[config.mk]
export PLATFORM = sky130hd
export DESIGN_NAME = vram_dma
export DESIGN_NICKNAME = d
export VERILOG_FILES = /design/src/rtl/vdma_pkg.sv /design/src/rtl/vdma_mover.sv /design/src/rtl/vdma_ctrl.sv /design/src/rtl/vram_dma.sv
export SDC_FILE = /design/constraint.sdc
export NUM_CORES = 1
export LEC_CHECK = 0
export CORE_MARGIN = 2
export CORE_UTILIZATION = 30
export DETAILED_ROUTE_END_ITERATION = 8
export PLACE_DENSITY = 0.56
export SYNTH_ARGS = -nofsm -noshare
export SYNTH_HDL_FRONTEND = slang
export SYNTH_SLANG_ARGS = --single-unit
[constraint.sdc]
create_clock -name clk_i -period 2.3 [get_ports clk_i]
set_input_delay 0.23 -clock clk_i [delete_from_list [all_inputs] [get_ports clk_i]]
set_output_delay 0.23 -clock clk_i [all_outputs]
set_load 0.01 [all_outputs]
[src/rtl/vdma_pkg.sv]
package vdma_pkg;
  localparam int unsigned ADDR_W  = 16;
  localparam int unsigned REG_W   = 8;
  localparam int unsigned WIN_W   = 13;
  localparam logic [ADDR_W-WIN_W-1:0] WIN_TAG = 3'b100;

  localparam logic [2:0] SEL_SRC_HI = 3'd0;
  localparam logic [2:0] SEL_SRC_LO = 3'd1;
  localparam logic [2:0] SEL_DST_HI = 3'd2;
  localparam logic [2:0] SEL_DST_LO = 3'd3;
  localparam logic [2:0] SEL_CTL    = 3'd4;

  typedef enum logic [1:0] {
    MV_IDLE = 2'd0,
    MV_RD   = 2'd1,
    MV_WR   = 2'd2
  } mv_state_e;
endpackage

[src/rtl/vdma_mover.sv]
module vdma_mover
  import vdma_pkg::*;
#(
  parameter int unsigned CNT_W = 12
) (
  input  logic              clk_i,
  input  logic              rst_ni,
  input  logic              start_i,
  input  logic [CNT_W-1:0]  len_i,
  input  logic [ADDR_W-1:0] src_i,
  input  logic [ADDR_W-1:0] dst_i,
  input  logic [7:0]        mem_rdata_i,
  output logic              busy_o,
  output logic              last_o,
  output logic [ADDR_W-1:0] src_nxt_o,
  output logic [ADDR_W-1:0] dst_nxt_o,
  output logic [ADDR_W-1:0] mem_addr_o,
  output logic              mem_rd_o,
  output logic              mem_wr_o,
  output logic [7:0]        mem_wdata_o
);
  mv_state_e         state_q;
  logic [ADDR_W-1:0] src_q, dst_q;
  logic [CNT_W-1:0]  rem_q;
  logic [7:0]        data_q;

  assign src_nxt_o   = src_q + ADDR_W'(1);
  // destination stays inside the window
  assign dst_nxt_o   = {dst_q[ADDR_W-1:WIN_W], dst_q[WIN_W-1:0] + WIN_W'(1)};
  assign busy_o      = (state_q != MV_IDLE);
  assign mem_rd_o    = (state_q == MV_RD);
  assign mem_wr_o    = (state_q == MV_WR);
  assign mem_addr_o  = mem_wr_o ? dst_q : src_q;
  assign mem_wdata_o = data_q;
  assign last_o      = mem_wr_o && (rem_q == CNT_W'(1));

  always_ff @(posedge clk_i or negedge rst_ni) begin
    if (!rst_ni) begin
      state_q <= MV_IDLE;
      src_q   <= '0;
      dst_q   <= '0;
      rem_q   <= '0;
      data_q  <= '0;
    end else begin
      unique case (state_q)
        MV_IDLE: if (start_i) begin
          src_q   <= src_i;
          dst_q   <= dst_i;
          rem_q   <= len_i;
          state_q <= MV_RD;
        end
        MV_RD: begin
          data_q  <= mem_rdata_i;
          state_q <= MV_WR;
        end
        MV_WR: begin
          src_q   <= src_nxt_o;
          dst_q   <= dst_nxt_o;
          rem_q   <= rem_q - CNT_W'(1);
          state_q <= last_o ? MV_IDLE : MV_RD;
        end
        default: state_q <= MV_IDLE;
      endcase
    end
  end

  assert_rd_then_wr_R4: assert property (@(posedge clk_i) disable iff (!rst_ni)
    mem_rd_o |=> mem_wr_o);
  assert_rd_wr_excl_R4: assert property (@(posedge clk_i) disable iff (!rst_ni)
    !(mem_rd_o && mem_wr_o));
  assert_wr_in_window_R3: assert property (@(posedge clk_i) disable iff (!rst_ni)
    mem_wr_o |-> (mem_addr_o[ADDR_W-1:WIN_W] == WIN_TAG));
  assert_start_src_ok_R5: assert property (@(posedge clk_i) disable iff (!rst_ni)
    start_i |-> (src_i[ADDR_W-1:WIN_W] != WIN_TAG));
endmodule

[src/rtl/vdma_ctrl.sv]
module vdma_ctrl
  import vdma_pkg::*;
#(
  parameter int unsigned LEN_W    = 7,
  parameter int unsigned CHUNK_LG = 4,
  parameter int unsigned CNT_W    = LEN_W + CHUNK_LG + 1
) (
  input  logic              clk_i,
  input  logic              rst_ni,
  input  logic              we_i,
  input  logic [2:0]        sel_i,
  input  logic [REG_W-1:0]  wdata_i,
  output logic [REG_W-1:0]  rdata_o,
  input  logic              hblank_i,
  input  logic              eng_busy_i,
  input  logic              eng_last_i,
  input  logic [ADDR_W-1:0] src_nxt_i,
  input  logic [ADDR_W-1:0] dst_nxt_i,
  output logic              start_o,
  output logic [CNT_W-1:0]  len_o,
  output logic [ADDR_W-1:0] src_o,
  output logic [ADDR_W-1:0] dst_o
);
  localparam int unsigned HI_KEEP = WIN_W - REG_W;

  logic [REG_W-1:0] src_hi_q, src_lo_q, dst_hi_q, dst_lo_q, ctl_q;
  logic hb_arm_q, hb_chunk_q, cancel_q, hb_prev_q;

  logic src_bad, ctl_wr, gen_go, arm_go, cancel_req, hb_rise, chunk_go;
  logic [REG_W-1:0] ctl_dec;

  assign src_o = {src_hi_q, src_lo_q[REG_W-1:CHUNK_LG], CHUNK_LG'(0)};
  assign dst_o = {WIN_TAG, dst_hi_q[HI_KEEP-1:0], dst_lo_q[REG_W-1:CHUNK_LG], CHUNK_LG'(0)};
  assign src_bad = (src_o[ADDR_W-1:WIN_W] == WIN_TAG);

  assign ctl_wr     = we_i && (sel_i == SEL_CTL) && !eng_busy_i;
  assign gen_go     = ctl_wr && !src_bad && !hb_arm_q && !wdata_i[LEN_W];
  assign arm_go     = ctl_wr && !src_bad && !hb_arm_q &&  wdata_i[LEN_W];
  assign cancel_req = we_i && (sel_i == SEL_CTL) && hb_arm_q && !wdata_i[LEN_W];
  assign hb_rise    = hblank_i && !hb_prev_q;
  assign chunk_go   = hb_rise && hb_arm_q && !cancel_q && !cancel_req && !eng_busy_i && !src_bad;
  assign start_o    = gen_go || chunk_go;
  assign len_o      = gen_go
                    ? CNT_W'((CNT_W'(wdata_i[LEN_W-1:0]) + CNT_W'(1)) << CHUNK_LG)
                    : CNT_W'(CNT_W'(1) << CHUNK_LG);
  assign ctl_dec    = ctl_q - REG_W'(1);

  always_comb begin
    unique case (sel_i)
      SEL_SRC_HI: rdata_o = src_hi_q;
      SEL_SRC_LO: rdata_o = src_lo_q;
      SEL_DST_HI: rdata_o = dst_hi_q;
      SEL_DST_LO: rdata_o = dst_lo_q;
      SEL_CTL:    rdata_o = ctl_q;
      default:    rdata_o = '1;
    endcase
  end

  always_ff @(posedge clk_i or negedge rst_ni) begin
    if (!rst_ni) begin
      src_hi_q   <= '0;
      src_lo_q   <= '0;
      dst_hi_q   <= '0;
      dst_lo_q   <= '0;
      ctl_q      <= '1;
      hb_arm_q   <= 1'b0;
      hb_chunk_q <= 1'b0;
      cancel_q   <= 1'b0;
      hb_prev_q  <= 1'b0;
    end else begin
      hb_prev_q <= hblank_i;
      if (we_i && !eng_busy_i) begin
        unique case (sel_i)
          SEL_SRC_HI: src_hi_q <= wdata_i;
          SEL_SRC_LO: src_lo_q <= wdata_i;
          SEL_DST_HI: dst_hi_q <= wdata_i;
          SEL_DST_LO: dst_lo_q <= wdata_i;
          default: ;
        endcase
      end
      if (gen_go) begin
        ctl_q      <= wdata_i;
        hb_chunk_q <= 1'b0;
      end
      if (arm_go) begin
        ctl_q    <= {1'b0, wdata_i[LEN_W-1:0]};
        hb_arm_q <= 1'b1;
      end
      if (chunk_go) hb_chunk_q <= 1'b1;
      if (cancel_req) begin
        if (eng_busy_i) cancel_q <= 1'b1;
        else begin
          hb_arm_q     <= 1'b0;
          ctl_q[LEN_W] <= 1'b1;
        end
      end
      if (eng_last_i) begin
        {src_hi_q, src_lo_q} <= src_nxt_i;
        {dst_hi_q, dst_lo_q} <= dst_nxt_i;
        if (hb_chunk_q) begin
          if (cancel_q || cancel_req) begin
            ctl_q    <= ctl_dec | (REG_W'(1) << LEN_W);
            hb_arm_q <= 1'b0;
            cancel_q <= 1'b0;
          end else begin
            ctl_q <= ctl_dec;
            if (ctl_dec == '1) hb_arm_q <= 1'b0;
          end
        end else begin
          ctl_q[LEN_W] <= 1'b1;
        end
      end
    end
  end

  assert_mode_end_flag_R10: assert property (@(posedge clk_i) disable iff (!rst_ni)
    $fell(hb_arm_q) |-> ctl_q[LEN_W]);
  assert_regs_frozen_R13: assert property (@(posedge clk_i) disable iff (!rst_ni)
    (eng_busy_i && !eng_last_i) |=> $stable({src_hi_q, src_lo_q, dst_hi_q, dst_lo_q}));
  assert_start_when_idle_R4: assert property (@(posedge clk_i) disable iff (!rst_ni)
    start_o |-> !eng_busy_i);
endmodule

[src/rtl/vram_dma.sv]
module vram_dma
  import vdma_pkg::*;
#(
  parameter int unsigned LEN_W    = 7,
  parameter int unsigned CHUNK_LG = 4
) (
  input  logic        clk_i,
  input  logic        rst_ni,
  input  logic        reg_we_i,
  input  logic [2:0]  reg_sel_i,
  input  logic [7:0]  reg_wdata_i,
  output logic [7:0]  reg_rdata_o,
  input  logic        hblank_i,
  output logic [15:0] mem_addr_o,
  output logic        mem_rd_o,
  input  logic [7:0]  mem_rdata_i,
  output logic        mem_wr_o,
  output logic [7:0]  mem_wdata_o,
  output logic        busy_o,
  output logic        stall_o
);
  localparam int unsigned CNT_W = LEN_W + CHUNK_LG + 1;

  logic              start, last;
  logic [CNT_W-1:0]  len;
  logic [ADDR_W-1:0] src, dst, src_nxt, dst_nxt;

  vdma_ctrl #(.LEN_W(LEN_W), .CHUNK_LG(CHUNK_LG), .CNT_W(CNT_W)) u_ctrl (
    .clk_i, .rst_ni,
    .we_i(reg_we_i), .sel_i(reg_sel_i), .wdata_i(reg_wdata_i), .rdata_o(reg_rdata_o),
    .hblank_i,
    .eng_busy_i(busy_o), .eng_last_i(last),
    .src_nxt_i(src_nxt), .dst_nxt_i(dst_nxt),
    .start_o(start), .len_o(len), .src_o(src), .dst_o(dst)
  );

  vdma_mover #(.CNT_W(CNT_W)) u_mover (
    .clk_i, .rst_ni,
    .start_i(start), .len_i(len), .src_i(src), .dst_i(dst),
    .mem_rdata_i,
    .busy_o, .last_o(last), .src_nxt_o(src_nxt), .dst_nxt_o(dst_nxt),
    .mem_addr_o, .mem_rd_o, .mem_wr_o, .mem_wdata_o
  );

  assign stall_o = busy_o;
endmodule

==> results of run 1 <==
path summary, 6_finish.rpt:
path                                              from                      to  slack [ns]  cells past startpoint
max in group asynchronous                       rst_ni      u_ctrl.src_lo_q[5]        1.16                      3
worst max-delay path                      reg_sel_i[1]          reg_rdata_o[7]        0.07                      8
min in group asynchronous                       rst_ni  u_mover.mem_wdata_o[4]        0.46                      2
worst min-delay path                          hblank_i        u_ctrl.hb_prev_q        0.35                      1
worst min register to register  u_mover.mem_wdata_o[4]  u_mover.mem_wdata_o[4]        0.50                      1
worst max register to register      u_mover.state_q[1]        u_mover.dst_q[2]        0.20                      9
per-stage QoR:
stage                     util (%)  total power [mW]
after floorplan                  -              1.83
after global placement        36.9              2.00
after detailed placement      36.9              2.00
after CTS                     38.7              3.59
after global routing          39.0              3.66
final                         39.0              3.55
kinds of logic (layout without fill, tap and decap cells):
family / after synthesis / count (layout) / share of synthesized area (%)
mux: 60 / 60 / 10.7
xor+xnor: 33 / 33 / 4.83
simple gates: 263 / 263 / 21.1
other cells: 0 / 1 / 0
compound gates: 161 / 161 / 17.0
flops: 96 / 96 / 40.3
buf+inv: 64 / 152 / 4.74
fa+ha+maj: 6 / 6 / 1.25
critical path, stage by stage:
cell and delay (ns):
clkdlybuf4s50_1 0.47, buf_4 0.19, nor2b_1 0.14, nand2_1 0.06, o21ai_0 0.07, a311oi_1 0.27
nor2_1 0.09, clkdlybuf4s50_1 0.49
cell usage in the layout, fill, tap and decap left out, types with 4 or more instances in the layout:
cell type | netlist | layout
dlymetal6s2s_1 | 0 | 4
nor2_1 | 66 | 66
mux2_2 | 34 | 34
and3_1 | 7 | 7
a211oi_1 | 6 | 6
and4_1 | 5 | 5
o21ai_0 | 36 | 36
nand2_1 | 97 | 97
o22ai_1 | 16 | 16
nor2b_1 | 7 | 7
nand2b_1 | 12 | 11
dfrtp_1 | 88 | 87
xor2_1 | 15 | 15
nor3_1 | 5 | 5
buf_12 | 0 | 6
clkdlybuf4s50_1 | 0 | 52
xnor2_1 | 18 | 18
ha_1 | 6 | 6
buf_4 | 3 | 55
a21oi_1 | 53 | 53
o22a_1 | 8 | 8
inv_1 | 14 | 13
a31oi_1 | 4 | 4
nand3_1 | 23 | 23
and2_1 | 6 | 5
dfstp_2 | 8 | 8
clkbuf_16 | 0 | 10
mux2i_1 | 26 | 26
nand4_1 | 10 | 10
flip-flops by register name (all words and copies together) (netlist names), 2 cells and up:
name / flops
u_ctrl.ctl_q: 8
u_ctrl.dst_hi_q: 8
u_ctrl.dst_lo_q: 8
u_ctrl.src_hi_q: 8
u_ctrl.src_lo_q: 8
u_mover.dst_q: 14
u_mover.mem_wdata_o: 8
u_mover.rem_q: 12
u_mover.src_q: 16
u_mover.state_q: 2
area by class of cell:
| type | count | area share [%] |
|---|---|---|
| inverters | 14 | 0.690 |
| well taps | 265 | 4.35 |
| diodes | 1 | 0.0329 |
| flip-flops and latches | 96 | 31.7 |
| repair buffers | 122 | 15.7 |
| clock buffers | 13 | 3.42 |
| clock inverters | 3 | 0.558 |
| multi-input cells | 523 | 43.6 |
metal layers:
layer / global-route usage, % / part of all wire, % / wire [um] / vias up
li1: - / - / - / 2605
met1: 24.8 / 46 / 8920 / 2677
met2: 30.4 / 48 / 9200 / 138
met3: 3.65 / 4.6 / 882 / 18
met4: 3.92 / 1.2 / 228 / 0
met5: 0 / 0 / 0 / -
timing repair:
action                                  CTS  global route
hold buffers                              1             0
gates resized for setup                   4             8
endpoints found under the setup margin   10            11
pin swaps                                 0             0
setup buffers                             0             1
hold endpoints to repair                 40             0
gates cloned                              1             1
power by group through the flow:
stage	Sequential, mW	Combinational, mW	Clock (mW)
6_report	1.71	0.264	1.57
4_1_cts	1.71	0.267	1.61
3_3_place_gp	1.74	0.265	0
3_5_place_dp	1.74	0.265	0
2_1_floorplan	1.74	0.0848	0
5_1_grt	1.71	0.285	1.67
==> impl_metrics.py, run 1 <==
metrics = {
    "drt": {
        "drt-pass1-iter-count": 5,
        "wl_per_cell_um": 18.5,
        "routed_via_density": 5.24,
        "num_vias": 5438,
        "drt-initial-drc-count": 371,
        "drcViolationCount": 0,
        "detail-route-antenna-nets": 0,
        "routed_wl_um": 19200,
    },
    "timing": {
        "fin_skew_ns": 0.00761,
        "setup_violations": 0,
        "fin_hold_ws_ns": 0.352,
        "tightestPinTransition_ns": 0.717,
        "layout_setup_ws_ns": 0.0709,
        "period_needed_ns": 2.23,
        "finalSetupTns_ns": 0,
        "fmax_mhz": 449,
        "rsz0062_at_grt": "yes",
        "max_slew_margin_pct": 52.2,
        "hold_viol_final": 0,
        "slew_viol_final": 0,
        "fin_crit_sh_pct": 96.9,
    },
    "run_status": {
        "outcome": "completed",
    },
    "global_route": {
        "grt_pass1_vias": 5321,
        "grtUsageTotal_pct": 18.3,
        "antenna_found_initial": 0,
        "grt_max_degree": 52,
        "overflow": 0,
        "grt_pass1_wl_um": 30500,
    },
    "floorplanning": {
        "rows": 51,
        "initial_utilization_pct": 30.7,
        "fp.dieH_um": 145,
        "die_w_um": 145,
        "placeableCoreArea_um2": 19500,
        "ios": 59,
        "dieArea_um2": 21100,
    },
    "logic_synthesis": {
        "yosys_warnings": 0,
        "synth-edff-count": 0,
        "syn_inst": 683,
        "synthFlopType": "dfrtp_1",
        "yosysTopAreaCell": "dfrtp_1",
        "synth_cell_types": 69,
        "synth_nets": 712,
        "synth_common_cells": "97 x nand2_1, 88 x dfrtp_1, 66 x nor2_1",
        "syn_avg_cell_area_um2": 8.77,
        "synth.most_common_cell": "nand2_1",
        "synthTopCellsByArea": "dfrtp_1 37%, mux2_2 6.4%, nand2_1 6.1%",
        "netlist_area_um2": 5990,
        "ys_ff_latch": 96,
        "synth_top_cell_area_share_pct": 36.8,
        "ys_async_sr_fraction_pct": 100,
        "seq_area_frac_synth_pct": 40.3,
    },
    "placement": {
        "dp_cells": 1016,
        "routabilityCongestion": 0.851,
        "dp_hpwl_um": 13800,
        "dp_slack_ns": -0.0359,
        "dpl-instance-area_um2": 7210,
        "port_buffers": 58,
    },
    "worst_setup_path": {
        "critPathCaptureType": "output port",
        "crit_arrival_ns": 2.00,
        "cp_max_fo": 9,
        "worstPathRequired_ns": 2.07,
        "start_kind": "input pin",
        "worst-setup-path-type": "in -> out",
    },
    "cells_and_area": {
        "fill_cells": 2004,
        "drive_gt1_share_pct": 17.4,
        "regArea_um2": 2410,
        "fin_cells": 1037,
        "finalNetCount": 795,
        "syn_to_final_growth_pct": 27.2,
        "final_cell_area_um2": 7620,
        "multi_input_area_um2": 3320,
    },
    "pwr": {
        "p_switching_mw": 0.814,
        "power_frac_clock_pct": 44.4,
        "seq_power_share_pct": 48.2,
        "ir_worst_vdd_mv": 0.385,
        "leakage_nw": 3.25,
        "combPwrFrac_pct": 7.4,
        "p_sw_share_pct": 23.0,
        "power_density_nw_per_um2": 466,
        "p_int_mw": 2.73,
    },
    "worst_hold_path": {
        "holdCritPathClass": "in -> reg",
    },
    "cts": {
        "clkTransAtPathRegs_ns": 0.06,
        "clk_latency_ns": 0.36,
        "cts_buffers": 9,
        "cts.path.max_buffers": 2,
        "cts_max_level": 3,
        "cts.sinks": 96,
        "cts_root_buf": "clkbuf_16",
        "cts_tree": "done",
    },
    "flow_run": {
        "maxCapViolCount": 0,
    },
}
Power figures use the tool's default switching activity.
==> inputs of run 2 (changes only) <==
Settings changed: CTS_BUF_LIST from default to sky130_fd_sc_hd__clkbuf_8.
==> impl_metrics.py, run 2 (synthesis results as in run 1) <==
metrics = {
    "run_status": {
        "outcome": "completed",
    },
    "global_route": {
        "grt_max_degree": 52,
        "grtUsageTotal_pct": 18.4,
        "grt_pass1_wl_um": 30500,
        "overflow": 0,
        "grt_pass1_vias": 5293,
        "antenna_found_initial": 0,
    },
    "timing": {
        "fin_crit_sh_pct": 96.1,
        "hold_viol_final": 0,
        "setup_violations": 0,
        "rsz0062_at_grt": "no",
        "slew_viol_final": 0,
        "period_needed_ns": 2.21,
        "max_slew_margin_pct": 52.1,
        "tightestPinTransition_ns": 0.718,
        "fin_hold_ws_ns": 0.314,
        "fin_skew_ns": 0.0121,
        "fmax_mhz": 452,
        "finalSetupTns_ns": 0,
        "layout_setup_ws_ns": 0.0896,
    },
    "worst_setup_path": {
        "worstPathCellList": "nand2b_2 -> inv_4 -> buf_12 -> nand2_1 -> nand2_1 -> clkdlybuf4s50_1",
        "critPathMaxStageDelay_ns": 0.55,
        "critPathBufInv": 3,
        "cp_common_cell": "nand2_1",
        "crit_slowest_cell": "clkdlybuf4s50_1",
        "critical_path_cell_count": 6,
        "crit_arrival_ns": 1.98,
        "r2r_cells": 8,
        "worst-setup-path-type": "reg -> out",
        "worstPathRequired_ns": 2.07,
        "cp_top_family": "buffers and inverters",
        "critPathCaptureType": "output port",
        "cp_max_fo": 10,
        "start_kind": "flop",
    },
    "drt": {
        "dr.max_layer_used": "met4",
        "dr_wl_met3_um": 894,
        "drt-initial-drc-count": 350,
        "drt-pass1-iter-count": 5,
        "routed_wl_um": 19200,
        "wl_per_cell_um": 18.5,
        "num_vias": 5411,
        "routed_via_density": 5.22,
        "drcViolationCount": 0,
        "met1_length_um": 8890,
        "detail-route-antenna-nets": 0,
        "wl_met2_um": 9030,
    },
    "placement": {
        "dp_cells": 1016,
        "dp_hpwl_um": 13800,
        "dpl-instance-area_um2": 7210,
        "dp_slack_ns": -0.0359,
        "routabilityCongestion": 0.851,
        "port_buffers": 58,
    },
    "cts": {
        "cts_max_level": 3,
        "cts_buffers": 9,
        "cts.sinks": 96,
        "clk_latency_ns": 0.39,
        "cts_root_buf": "clkbuf_8",
        "clkTransAtPathRegs_ns": 0.10,
        "cts.path.max_buffers": 2,
        "cts_tree": "done",
    },
    "pwr": {
        "p_sw_share_pct": 24.5,
        "seq_power_share_pct": 54.2,
        "power_density_nw_per_um2": 418,
        "p_int_mw": 2.38,
        "ir_worst_vdd_mv": 0.274,
        "leakage_nw": 3.23,
        "power_frac_clock_pct": 37.5,
        "p_total_mw": 3.15,
        "p_switching_mw": 0.771,
        "combPwrFrac_pct": 8.3,
    },
    "floorplanning": {
        "fp.dieH_um": 145,
        "placeableCoreArea_um2": 19500,
        "die_w_um": 145,
        "initial_utilization_pct": 30.7,
        "dieArea_um2": 21100,
        "ios": 59,
        "rows": 51,
    },
    "cells_and_area": {
        "largest_reg_flops": 16,
        "fill_cells": 2015,
        "top_regs": "u_mover.src_q x16, u_mover.dst_q x14, u_mover.rem_q x12",
        "fin_cells": 1037,
        "final_util_pct": 38.6,
        "final_common_cell": "nand2_1",
        "final_cell_mix": "97 x nand2_1, 87 x dfrtp_1, 66 x nor2_1",
        "top_register": "u_mover.src_q",
        "final_cell_area_um2": 7540,
        "finalNetCount": 795,
        "syn_to_final_growth_pct": 25.8,
        "drive_gt1_share_pct": 17.6,
    },
    "worst_hold_path": {
        "hold_depth": 1,
        "holdCritPathClass": "in -> reg",
    },
    "flow_run": {
        "maxCapViolCount": 0,
    },
}
run 2: cell types whose count changed in the layout (fill, tap and decap cells not counted), sizes merged:
| cell | previous run | this run |
|---|---|---|
| inv | 14 | 16 |
| bufbuf | 1 | 2 |
| clkbuf | 14 | 11 |
| clkdlybuf4s50 | 52 | 45 |
| dlymetal6s2s | 4 | 5 |
| dlygate4sd2 | 1 | 7 |
run 2: worst paths after layout:
check | from | end | slack (ns)
max in group asynchronous | rst_ni | u_ctrl.src_lo_q[5] | 1.19
min in group asynchronous | rst_ni | u_mover.mem_wdata_o[4] | 0.42
setup reg to reg | u_mover.state_q[1] | u_mover.dst_q[12] | 0.25
setup / recovery | u_mover.state_q[0] | mem_addr_o[8] | 0.09
hold reg to reg | u_mover.mem_wdata_o[4] | u_mover.mem_wdata_o[4] | 0.51
hold / removal | hblank_i | u_ctrl.hb_prev_q | 0.31
run 2: area by class of cell:
| type | count | area (um^2) | share of cell area, % |
|---|---|---|---|
| diodes | 1 | 2.50 | 0.0332 |
| clock buffers | 11 | 151 | 2.01 |
| clock inverters | 5 | 50.0 | 0.664 |
| inverters | 14 | 55.1 | 0.731 |
| multi-input cells | 523 | 3330 | 44.2 |
| flip-flops and latches | 96 | 2410 | 32.0 |
| well taps | 265 | 332 | 4.40 |
| repair buffers | 122 | 1200 | 16.0 |
run 2: power groups by stage:
stage / combinational (mW) / clock (mW) / sequential [mW]
after floorplan: 0.0848 / 0 / 1.74
after global placement: 0.265 / 0 / 1.74
after detailed placement: 0.265 / 0 / 1.74
after CTS: 0.267 / 1.22 / 1.71
after global routing: 0.285 / 1.27 / 1.71
final: 0.263 / 1.18 / 1.71
run 2: timing repair:
| action | 4_1_cts | 5_1_grt |
|---|---|---|
| hold buffers | 1 | 0 |
| cloned | 2 | 0 |
| resized for setup | 10 | 13 |
| setup buffers | 1 | 0 |
| setup endpoints to repair | 12 | 16 |
| hold endpoints to repair | 40 | 0 |
| pin swaps | 0 | 0 |
run 2: worst reg2reg max path: stages (launching register included):
cell and delay [ns]:
dfrtp_2 0.47, nand2b_2 0.14, inv_4 0.07, bufbuf_16 0.28, a41oi_2 0.23, o41a_1 0.24
buf_12 0.16, a21oi_1 0.05, o2bb2a_1 0.29
run 2: metal layers:
| layer | global-route usage (%) | up-vias |
|---|---|---|
| li1 | - | 2590 |
| met4 | 4.80 | 0 |
| met1 | 25.0 | 2669 |
| met5 | 0 | - |
| met3 | 3.74 | 27 |
| met2 | 29.8 | 125 |
